`config.mk`:
```
export PLATFORM = sky130hd
export DESIGN_NAME = rf_const_regfile
export DESIGN_NICKNAME = d
export VERILOG_FILES = /design/src/rtl/rf_pkg.sv /design/src/rtl/rf_ctrl.sv /design/src/rtl/rf_data.sv /design/src/rtl/rf_const_regfile.sv
export SDC_FILE = /design/constraint.sdc
export NUM_CORES = 1
export LEC_CHECK = 0
export BUFFER_PORTS_ARGS = -buffer_cell sky130_fd_sc_hd__buf_4
export CORE_MARGIN = 5
export CORE_UTILIZATION = 59
export DETAILED_ROUTE_END_ITERATION = 8
export PLACE_DENSITY_LB_ADDON = 0.3
export SLEW_MARGIN = 20
export SYNTH_ARGS = -nofsm -noshare
export SYNTH_HDL_FRONTEND = slang
export SYNTH_SLANG_ARGS = --single-unit
```
`constraint.sdc`:
```
create_clock -name clk -period 2.55 [get_ports clk]
set_clock_uncertainty 0.15 [all_clocks]
set_input_delay 0.765 -clock clk [delete_from_list [all_inputs] [get_ports clk]]
set_output_delay 0.765 -clock clk [all_outputs]
set_load 0.01 [all_outputs]
```
`src/rtl/rf_pkg.sv`:
```
package rf_pkg;

  // Write mode encoding seen on the wrMode port
  typedef enum logic [1:0] {
    WR_IDLE = 2'b00,
    WR_WORD = 2'b01,
    WR_LOW  = 2'b10,
    WR_HIGH = 2'b11
  } wrMode_e;

  // Lane strobes handed from control to datapath
  typedef struct packed {
    logic loLane;
    logic hiLane;
  } laneStrobe_t;

endpackage

```
`src/rtl/rf_ctrl.sv`:
```
module rf_ctrl #(
  parameter int NUM_REGS   = 8,
  parameter int CONST_REGS = 2,
  parameter int ADDR_W     = $clog2(NUM_REGS)
) (
  input  logic                    rst,
  input  logic [1:0]              wrMode,
  input  logic [ADDR_W-1:0]       wrAddr,
  output logic [NUM_REGS-1:0]     rowWe,
  output rf_pkg::laneStrobe_t     lanes,
  output logic                    clearAll
);
  import rf_pkg::*;

  localparam logic [ADDR_W-1:0] FIRST_RW = ADDR_W'(CONST_REGS);

  always_comb begin
    lanes = '0;
    unique case (wrMode)
      WR_WORD: begin lanes.loLane = 1'b1; lanes.hiLane = 1'b1; end
      WR_LOW:  lanes.loLane = 1'b1;
      WR_HIGH: lanes.hiLane = 1'b1;
      default: lanes = '0;
    endcase
  end

  // Row select: suppressed for the hardwired rows
  always_comb begin
    rowWe = '0;
    if ((lanes.loLane || lanes.hiLane) && (wrAddr >= FIRST_RW))
      rowWe[wrAddr] = 1'b1;
  end

  assign clearAll = rst;

endmodule

```
`src/rtl/rf_data.sv`:
```
module rf_data #(
  parameter int DATA_W     = 16,
  parameter int NUM_REGS   = 8,
  parameter int CONST_REGS = 2,
  parameter int ADDR_W     = $clog2(NUM_REGS)
) (
  input  logic                  clk,
  input  logic                  clearAll,
  input  logic [NUM_REGS-1:0]   rowWe,
  input  rf_pkg::laneStrobe_t   lanes,
  input  logic [DATA_W-1:0]     wrData,
  input  logic [ADDR_W-1:0]     rdAddrA,
  input  logic [ADDR_W-1:0]     rdAddrB,
  output logic [DATA_W-1:0]     rdDataA,
  output logic [DATA_W-1:0]     rdDataB
);

  localparam int HALF = DATA_W / 2;

  logic [DATA_W-1:0] rowQ [NUM_REGS];

  for (genvar r = 0; r < NUM_REGS; r++) begin : g_row
    if (r < CONST_REGS) begin : g_const
      // Hardwired row: reads back its own index
      assign rowQ[r] = DATA_W'(r);
    end else begin : g_store
      logic [DATA_W-1:0] q;
      always_ff @(posedge clk) begin
        if (clearAll) begin
          q <= '0;
        end else if (rowWe[r]) begin
          if (lanes.loLane) q[HALF-1:0]      <= wrData[HALF-1:0];
          if (lanes.hiLane) q[DATA_W-1:HALF] <= wrData[DATA_W-1:HALF];
        end
      end
      assign rowQ[r] = q;
    end
  end

  assign rdDataA = rowQ[rdAddrA];
  assign rdDataB = rowQ[rdAddrB];

endmodule

```
`src/rtl/rf_const_regfile.sv`:
```
module rf_const_regfile #(
  parameter int DATA_W     = 16,
  parameter int NUM_REGS   = 8,
  parameter int CONST_REGS = 2,
  parameter int ADDR_W     = $clog2(NUM_REGS)
) (
  input  logic              clk,
  input  logic              rst,
  input  logic [1:0]        wrMode,
  input  logic [ADDR_W-1:0] wrAddr,
  input  logic [DATA_W-1:0] wrData,
  input  logic [ADDR_W-1:0] rdAddrA,
  output logic [DATA_W-1:0] rdDataA,
  input  logic [ADDR_W-1:0] rdAddrB,
  output logic [DATA_W-1:0] rdDataB
);

  logic [NUM_REGS-1:0] rowWe;
  rf_pkg::laneStrobe_t lanes;
  logic                clearAll;

  rf_ctrl #(
    .NUM_REGS(NUM_REGS), .CONST_REGS(CONST_REGS), .ADDR_W(ADDR_W)
  ) u_ctrl (
    .rst(rst), .wrMode(wrMode), .wrAddr(wrAddr),
    .rowWe(rowWe), .lanes(lanes), .clearAll(clearAll)
  );

  rf_data #(
    .DATA_W(DATA_W), .NUM_REGS(NUM_REGS), .CONST_REGS(CONST_REGS), .ADDR_W(ADDR_W)
  ) u_data (
    .clk(clk), .clearAll(clearAll), .rowWe(rowWe), .lanes(lanes),
    .wrData(wrData), .rdAddrA(rdAddrA), .rdAddrB(rdAddrB),
    .rdDataA(rdDataA), .rdDataB(rdDataB)
  );

endmodule

```
======== After elaboration in Yosys (flattened, before gate mapping) ========
Index checks and enable logic that the tools add are counted.
W data, S select, Z words.
storage, ports and cells
  memories kept ........................... 0
  memory bits (writable) .................. 0
  bits in registers ....................... 96
  bits in latches ......................... 0
  word-level logic and storage cells ...... 50
  output and inout port bits .............. 32
  bits of input ports ..................... 29
  memory bits (read-only) ................. 0
cells by class
  reduce and logical (&&, ||, !) cells .... 17
  shifts and indexed selects .............. 0
  div/mod/pow operators ................... 0
  muxes and demuxes ....................... 11
  order comparisons ....................... 5
  $mul .................................... 0
  bitwise logic cells ..................... 2
  add/subtract/negate cells ............... 0
  equality and inequality tests ........... 3
operators with widths
  cell                  number
  $bmux W16 S3          2
  $mux W16              4
  $reduce_and A2 Y1     12
  $ge A4 B4 Y1 const B  2
  $mux W8               1
  $not A3 Y4            2
  $eq A2 B2 Y1 const B  2
  $lt A3 B4 Y1 const B  1
  $reduce_or A2 Y1      2
  $demux W1 S3          1
  $ge A3 B1 Y1 const B  1
  $ge A3 B2 Y1 const B  1
  $mux W1               3
  $eq A2 B1 Y1 const B  1
  $logic_and A1 B1 Y1   2
  $logic_or A1 B1 Y1    1

======== Logic depth before layout (Yosys ltp) ========
Gate-level depths: netlist (run 1).
  word-level depth ........................ 7
  depth in mapped cells ................... 7
  gate-level depth less buffers ........... 5

======== Hierarchy ========
A second synthesis (run 1) with hierarchy kept.
unflattened totals
  cell total of the unflattened synthesis .. 636
  area, all modules ....................... 5,295.1 um2
by module, submodules not included
  module   area each (um2)  cells an instance  seq. area each (um2)  times used
  rf_data  5,151.2          620                1,921.8               1
  rf_ctrl  143.9            16                 0.0                   1

======== Worst setup path after synthesis (run 1) ========
OpenSTA, ideal clock, no wires.
  path kind ............................... in2out
  start ................................... input port rdAddrA[0]
  end ..................................... output port rdDataA[0]
  stages .................................. 4
  arrival time ............................ 1.638 ns
  setup slack ............................. -0.003 ns
  buffers on the path ..................... 2
  data required time ...................... 1.635 ns
  path through ............................ buf_2 > buf_4 > mux2_1 > o221a_1
between the ends
  word-level cells in the longest chain between the ends .. 4
ends and longest elaborated chain
  item                                          line                    RTL
  from (decl)                                   rf_const_regfile.sv:12  input logic [ADDR_W-1:0] rdAddrA,
  $not A3 Y4 (not written as such)              rf_data.sv:40           assign rdDataA = rowQ[rdAddrA];
  $bmux W16 S3                                  rf_data.sv:40
  $mux W16 (not written as such) (2 in series)  rf_data.sv:40
  to (decl)                                     rf_const_regfile.sv:13  output logic [DATA_W-1:0] rdDataA,
No other way between the ends. The select of a mux whose other input is x is not followed.

======== Worst setup path after layout (run 1) ========
  start ................................... input port rdAddrB[1]
  end ..................................... output port rdDataB[6]
between the ends
  word-level cells in the longest chain between the ends .. 4
ends and longest elaborated chain
  item                                          line                    RTL
  from (decl)                                   rf_const_regfile.sv:14  input logic [ADDR_W-1:0] rdAddrB,
  $not A3 Y4 (not written as such)              rf_data.sv:41           assign rdDataB = rowQ[rdAddrB];
  $bmux W16 S3                                  rf_data.sv:41
  $mux W16 (not written as such) (2 in series)  rf_data.sv:41
  to (decl)                                     rf_const_regfile.sv:15  output logic [DATA_W-1:0] rdDataB
No other way between the ends. The select of a mux whose other input is x is not followed.

==> results of run 1 <==
-- worst max path at each step --
stage,from,end,slack [ps],cells after the start
final,rdAddrB[1],rdDataB[6],-60,6
after global routing,rdAddrA[0],rdDataA[15],-80,6
after CTS,rdAddrA[0],rdDataA[15],-40,6
after detailed placement,rdAddrB[2],rdDataB[14],-170,6
after global placement,rdAddrB[1],rdDataB[6],-150,6
after floorplan,rdAddrA[0],rdDataA[0],30,4
-- timing repair --
action                                 in CTS  in global routing
setup endpoints to repair                  32                 32
pin swaps                                  11                 14
cloned                                      4                  0
setup buffers                               6                  8
endpoints found under the hold margin       0                  0
gates resized for setup                    62                 37
-- cell families (layout without fill, tap and decap cells) --
logic type | Yosys count | in the layout | synth area share [%]
multiplexers | 189 | 189 | 34.17
adder cells (fa/ha/maj) | 3 | 3 | 0.6776
AND/OR/NAND/NOR | 141 | 141 | 18.00
AO/OA/AOI/OAI | 67 | 67 | 8.401
flip-flops | 96 | 96 | 34.69
buffers and inverters | 42 | 136 | 4.065
-- layout by cell type (no fill, tap or decap), types with 3 or more instances in the layout --
cell type and instances:
nand2b_1 112, nand4_4 4, a31oi_1 3, o22a_1 30
mux2i_1 175, o21ai_0 4, buf_4 87, buf_6 11
nand3_4 5, buf_16 6, o21ai_1 14, and3_1 3
inv_1 3, buf_8 5, mux2i_2 10, ha_1 3
dfxtp_1 96, clkbuf_8 9, mux2i_4 3, o21ai_2 12
buf_12 9, nand2b_4 4
-- critical path, delay by kind of cell --
family / cells / cell delay, ps
compound gates: 2 / 290
buf+inv: 3 / 420
mux: 1 / 220
-- power breakdown --
part | leakage (nW) | internal, mW | switching [mW] | total, mW
sequential | 0.776 | 1.53 | 0.0260 | 1.55
clock | 0.0883 | 0.449 | 0.541 | 0.990
combinational | 2.36 | 0.280 | 0.266 | 0.547
total | 3.23 | 2.26 | 0.833 | 3.09
-- routing by layer --
layer / wire [µm] / share of wire (%) / up-vias
li1: - / - / 2102
met1: 6924 / 46 / 2216
met2: 7150 / 47 / 137
met3: 797 / 5.3 / 25
met4: 295 / 1.9 / 0
met5: 0 / 0 / -
-- per-stage QoR --
stage / setup TNS, ps / std cells / hold WS [ps]
after detailed placement: -3997 / 710 / 324.4
after global routing: -643.0 / 743 / 353.6
after global placement: -2095 / 710 / 312.6
after CTS: -122.7 / 735 / 341.9
final: -168.1 / 743 / 349.8
after floorplan: 0 / 538 / 302.5
-- area by class of cell --
type	instances	area [µm²]
Timing Repair Buffer	118	1197
Clock inverter	5	58.81
Clock buffer	10	127.6
Inverter	3	11.26
Fill cell	585	2185
Tap cell	111	138.9
Sequential cell	96	1922
Multi-Input combinational cell	400	3556
==> metrics, run 1 <==
run status complete, but fails checks; failing checks negative setup slack; critical path required time 1640 ps; most used routing layer met2; cts bufs inserted 9; Vias per Instance 6.030; Regs by FF count u_data.g_row.g_store.q: 96 flops; DRT antenna net count 0; worst r2r src u_data.g_row[7].g_store.q[0]; pre-CTS setup slack -173.9 ps; Final #Nets 660; CP Cell Sequence buf_16 > buf_12 > mux2i_2 > o22a_1 > o21ai_2 > buf_4; largest net degree at the start of global routing 113; fin util 76.24%; worst-skew pair later-pin latency 360 ps; Worst Max-Slew Pin Slew 783.2 ps; Fmax 383.5 MHz; # hold bufs at CTS 0; RSZ-0062 raised after global routing yes; CP Launch Type input port; Distinct cells, synth 30; Relative slew margins 47.79%; Worst Setup Path Type in2out; maximum fanout along the worst path 8; gpl congestion 0.8475; Post-Synthesis Net Count 570; HP Start u_data.g_row[3].g_store.q[0]; Initial Util 60.24%; met2 usage 43.12%; drt first pass iters 4; PnR worst setup slack -57.87 ps; Syn Inst Count 538; register bank with the most flops u_data.g_row.g_store.q; first-pass GRT wire length 23700 µm; Post-Syn Area 5540 µm²; met3 usage 5.178%; initial antenna violation count 0; GRT overflow 0; Die Span X 106.9 µm; VDD IR max 385.2 µV; Routed WL per cell 20.41 µm; Residual DRC 0; total routed wirelength 15170 µm; root buffer cell clkbuf_8; critical path endpoint category primary output; num rows 35; flop2flop setup slack 1630 ps; Design Area, Final 7012 µm²; number of flops mapped to enable cells by yosys 0; static leakage power 3.227 nW; via count 4480; slowest stage delay, CP 220 ps; Post-synth top flop dfxtp_1; DP HPWL 9596 µm; chip height 106.9 µm; I/O Pins 61; hold endpoint u_data.g_row[3].g_store.q[0]; share of cells above drive strength 1 27.85%; Area growth syn-to-layout 26.56%; Worst EP arrival 1690 ps; ys async rst share 0%; core area 9196 µm²; port buffer count 60; H-tree levels 3; synth cell count leaders mux2i_1 (188), nand2b_1 (116), dfxtp_1 (96), o22a_1 (30), o21ai_0 (29); max-cap violation count 0; DRT iter0 DRCs 260; top cell type's share of synthesized area 34.69%; hold-critical path depth 2; dominant cells by area after synthesis dfxtp_1 (35%), mux2i_1 (34%), nand2b_1 (13%); most numerous cell in the Yosys netlist mux2i_1; slowest CP cell mux2i_2; vias in the first global route 4502; Worst-path clk slew 90 ps; Pwr Total 3.090 mW; clk sinks 96; final setup violation count 8; sequential area share after synthesis 34.69%; YS warnings 0; All-Layer GR Usage 26.31%; reg2reg path depth 2; Max Slew Vio Count 0; Tcrit/Tclk final 102.3%; die footprint 11430 µm²; worst r2r dst u_data.g_row[7].g_store.q[0]; Max Buffers Root-to-Sink 2; # diodes 0; CTS tree done; min Tclk post-route 2608 ps; FF+latch count, synth 96; area leader, netlist dfxtp_1; Post-DP Area 6316 µm²; max reg flops 96; grt met1 use 35.35%; Hold WC Path Type reg2reg; Final Hold Vio Count 0; syn_area_per_cell 10.30 µm²; power per standard cell area 440.6 nW/µm²
Power figures use the tool's default switching activity.
==> run 2: changes to the inputs <==
Settings changed: CORE_UTILIZATION 59 to 53.
Clock period 2.55 ns to 2.21 ns, I/O delays scaled along.
==> metrics, run 2 (synthesis gave the netlist of run 1 again) <==
Worst EP arrival 1560 ps (was 1690 ps); Max Slew Vio Count 0 (unchanged); register bank with the most flops u_data.g_row.g_store.q (unchanged); largest net degree at the start of global routing 57 (was 113); critical path endpoint category primary output (unchanged); critical path required time 1400 ps (was 1640 ps); Fmax 422.0 MHz; pre-CTS setup slack -251.4 ps (was -173.9 ps); Residual DRC 0 (unchanged); cts bufs inserted 9 (unchanged); Vias per Instance 5.766 (was 6.030); CTS tree done (unchanged); CP Launch Type input port (unchanged); die footprint 12600 µm² (was 11430 µm²); DRT iter0 DRCs 226 (was 260); All-Layer GR Usage 24.37% (was 26.31%); GRT overflow 0 (unchanged); final setup TNS -3103 ps (was -168.1 ps); RSZ-0062 raised after global routing yes (unchanged); Max Buffers Root-to-Sink 2 (unchanged); drt first pass iters 4 (unchanged); Final Hold Vio Count 0 (unchanged); Regs by FF count u_data.g_row.g_store.q: 96 flops (unchanged); maximum fanout along the worst path 6 (was 8); root buffer cell clkbuf_8 (unchanged); commonest non-fill, non-tap cell in the layout mux2i_1 (unchanged); final setup violation count 32 (was 8); initial antenna violation count 0 (unchanged); max reg flops 96 (unchanged); power per standard cell area 522.5 nW/µm² (was 440.6 nW/µm²); Area growth syn-to-layout 31.21% (was 26.56%); Tcrit/Tclk final 107.2%; I/O Pins 61 (unchanged); total routed wirelength 15660 µm (was 15170 µm); failing checks negative setup slack (unchanged); Routed WL per cell 20.02 µm (was 20.41 µm); Fillers 744 (was 585); Die Span X 112.2 µm (was 106.9 µm); commonest non-fill, non-tap cells in the layout mux2i_1 (177), nand2b_1 (112), dfxtp_1 (96), buf_4 (85), o22a_1 (30) (was mux2i_1 (175), nand2b_1 (112), dfxtp_1 (96), buf_4 (87), o22a_1 (30)); clk sinks 96 (unchanged); num rows 37 (was 35); VDD IR max 327.1 µV (was 385.2 µV); min Tclk post-route 2370 ps; DP HPWL 9883 µm (was 9596 µm); core area 10280 µm² (was 9196 µm²); PnR worst setup slack -159.8 ps (was -57.87 ps); vias in the first global route 4613 (was 4502); Worst Setup Path Type in2out (unchanged); Worst Max-Slew Pin Slew 621.1 ps (was 783.2 ps); Initial Util 53.91% (was 60.24%); max-cap violation count 0 (unchanged); worst-skew pair later-pin latency 360 ps (about the same); static leakage power 3.353 nW (was 3.227 nW); port buffer count 60 (unchanged); Hold WC Path Type reg2reg (unchanged); # diodes 0 (unchanged); gpl congestion 0.8184 (was 0.8475); Final #Nets 673 (was 660); DRT antenna net count 0 (unchanged); first-pass GRT wire length 24670 µm (was 23700 µm); # hold bufs at CTS 0 (unchanged); Worst-path clk slew 100 ps (was 90 ps); run status complete, but fails checks (unchanged); via count 4509 (was 4480); H-tree levels 3 (unchanged); share of cells above drive strength 1 29.57% (was 27.85%); Relative slew margins 58.59% (was 47.79%); chip height 112.2 µm (was 106.9 µm)
-- run 2: final timing paths --
path | start | endpoint | slack (ps) | depth (start not counted)
setup / recovery | rdAddrA[0] | rdDataA[14] | -160 | 6
hold reg to reg | u_data.g_row[5].g_store.q[1] | u_data.g_row[5].g_store.q[1] | 340 | 2
setup reg to reg | u_data.g_row[7].g_store.q[3] | u_data.g_row[7].g_store.q[3] | 1340 | 2
hold / removal | u_data.g_row[5].g_store.q[1] | u_data.g_row[5].g_store.q[1] | 340 | 2
-- run 2: stage by stage --
stage	hold WS [ps]	util (%)	cells	area (µm²)	power (mW)
after CTS	344.9	68.80	776	7071	3.764
final	341.6	70.73	782	7269	3.798
after floorplan	302.5	-	538	5582	2.157
after global placement	316.5	62.75	747	6449	2.359
after detailed placement	331.1	62.75	747	6449	2.372
after global routing	365.1	70.73	782	7269	3.926
-- run 2: power by group --
part           switching (mW)  internal (mW)  total [mW]
logic                   0.319          0.355       0.673
registers              0.0291           1.76        1.79
clock network           0.658          0.675        1.33
total                    1.01           2.79        3.80
-- run 2: metal layers --
layer  GRT usage [%]  vias to the layer above  wire, µm
li1                -                     2135         -
met1           32.93                     2229      7166
met2           39.53                      123      7500
met3           3.827                       22       707
met4           8.654                        0       284
met5               0                        -         0
-- run 2: worst max-delay path: stages --
cell and delay (ps):
buf_16 120, buf_12 130, mux2i_1 230, o22a_1 200, o21ai_2 60, buf_4 140
-- run 2: what timing repair did --
item | in CTS | in global routing
gates cloned | 6 | 3
setup endpoints to repair | 32 | 32
pin swaps | 13 | 15
buffers inserted | 7 | 3
resized for setup | 60 | 26
-- run 2: final cells by class --
| type | instances | area (µm²) | area share, % |
|---|---|---|---|
| multi-input combinational | 401 | 3552 | 48.86 |
| sequential | 96 | 1922 | 26.44 |
| tap | 136 | 170.2 | 2.341 |
| clock buffer | 10 | 137.6 | 1.893 |
| clock inverter | 6 | 90.09 | 1.239 |
| inverter | 3 | 11.26 | 0.1549 |
| timing repair buffer | 130 | 1386 | 19.07 |
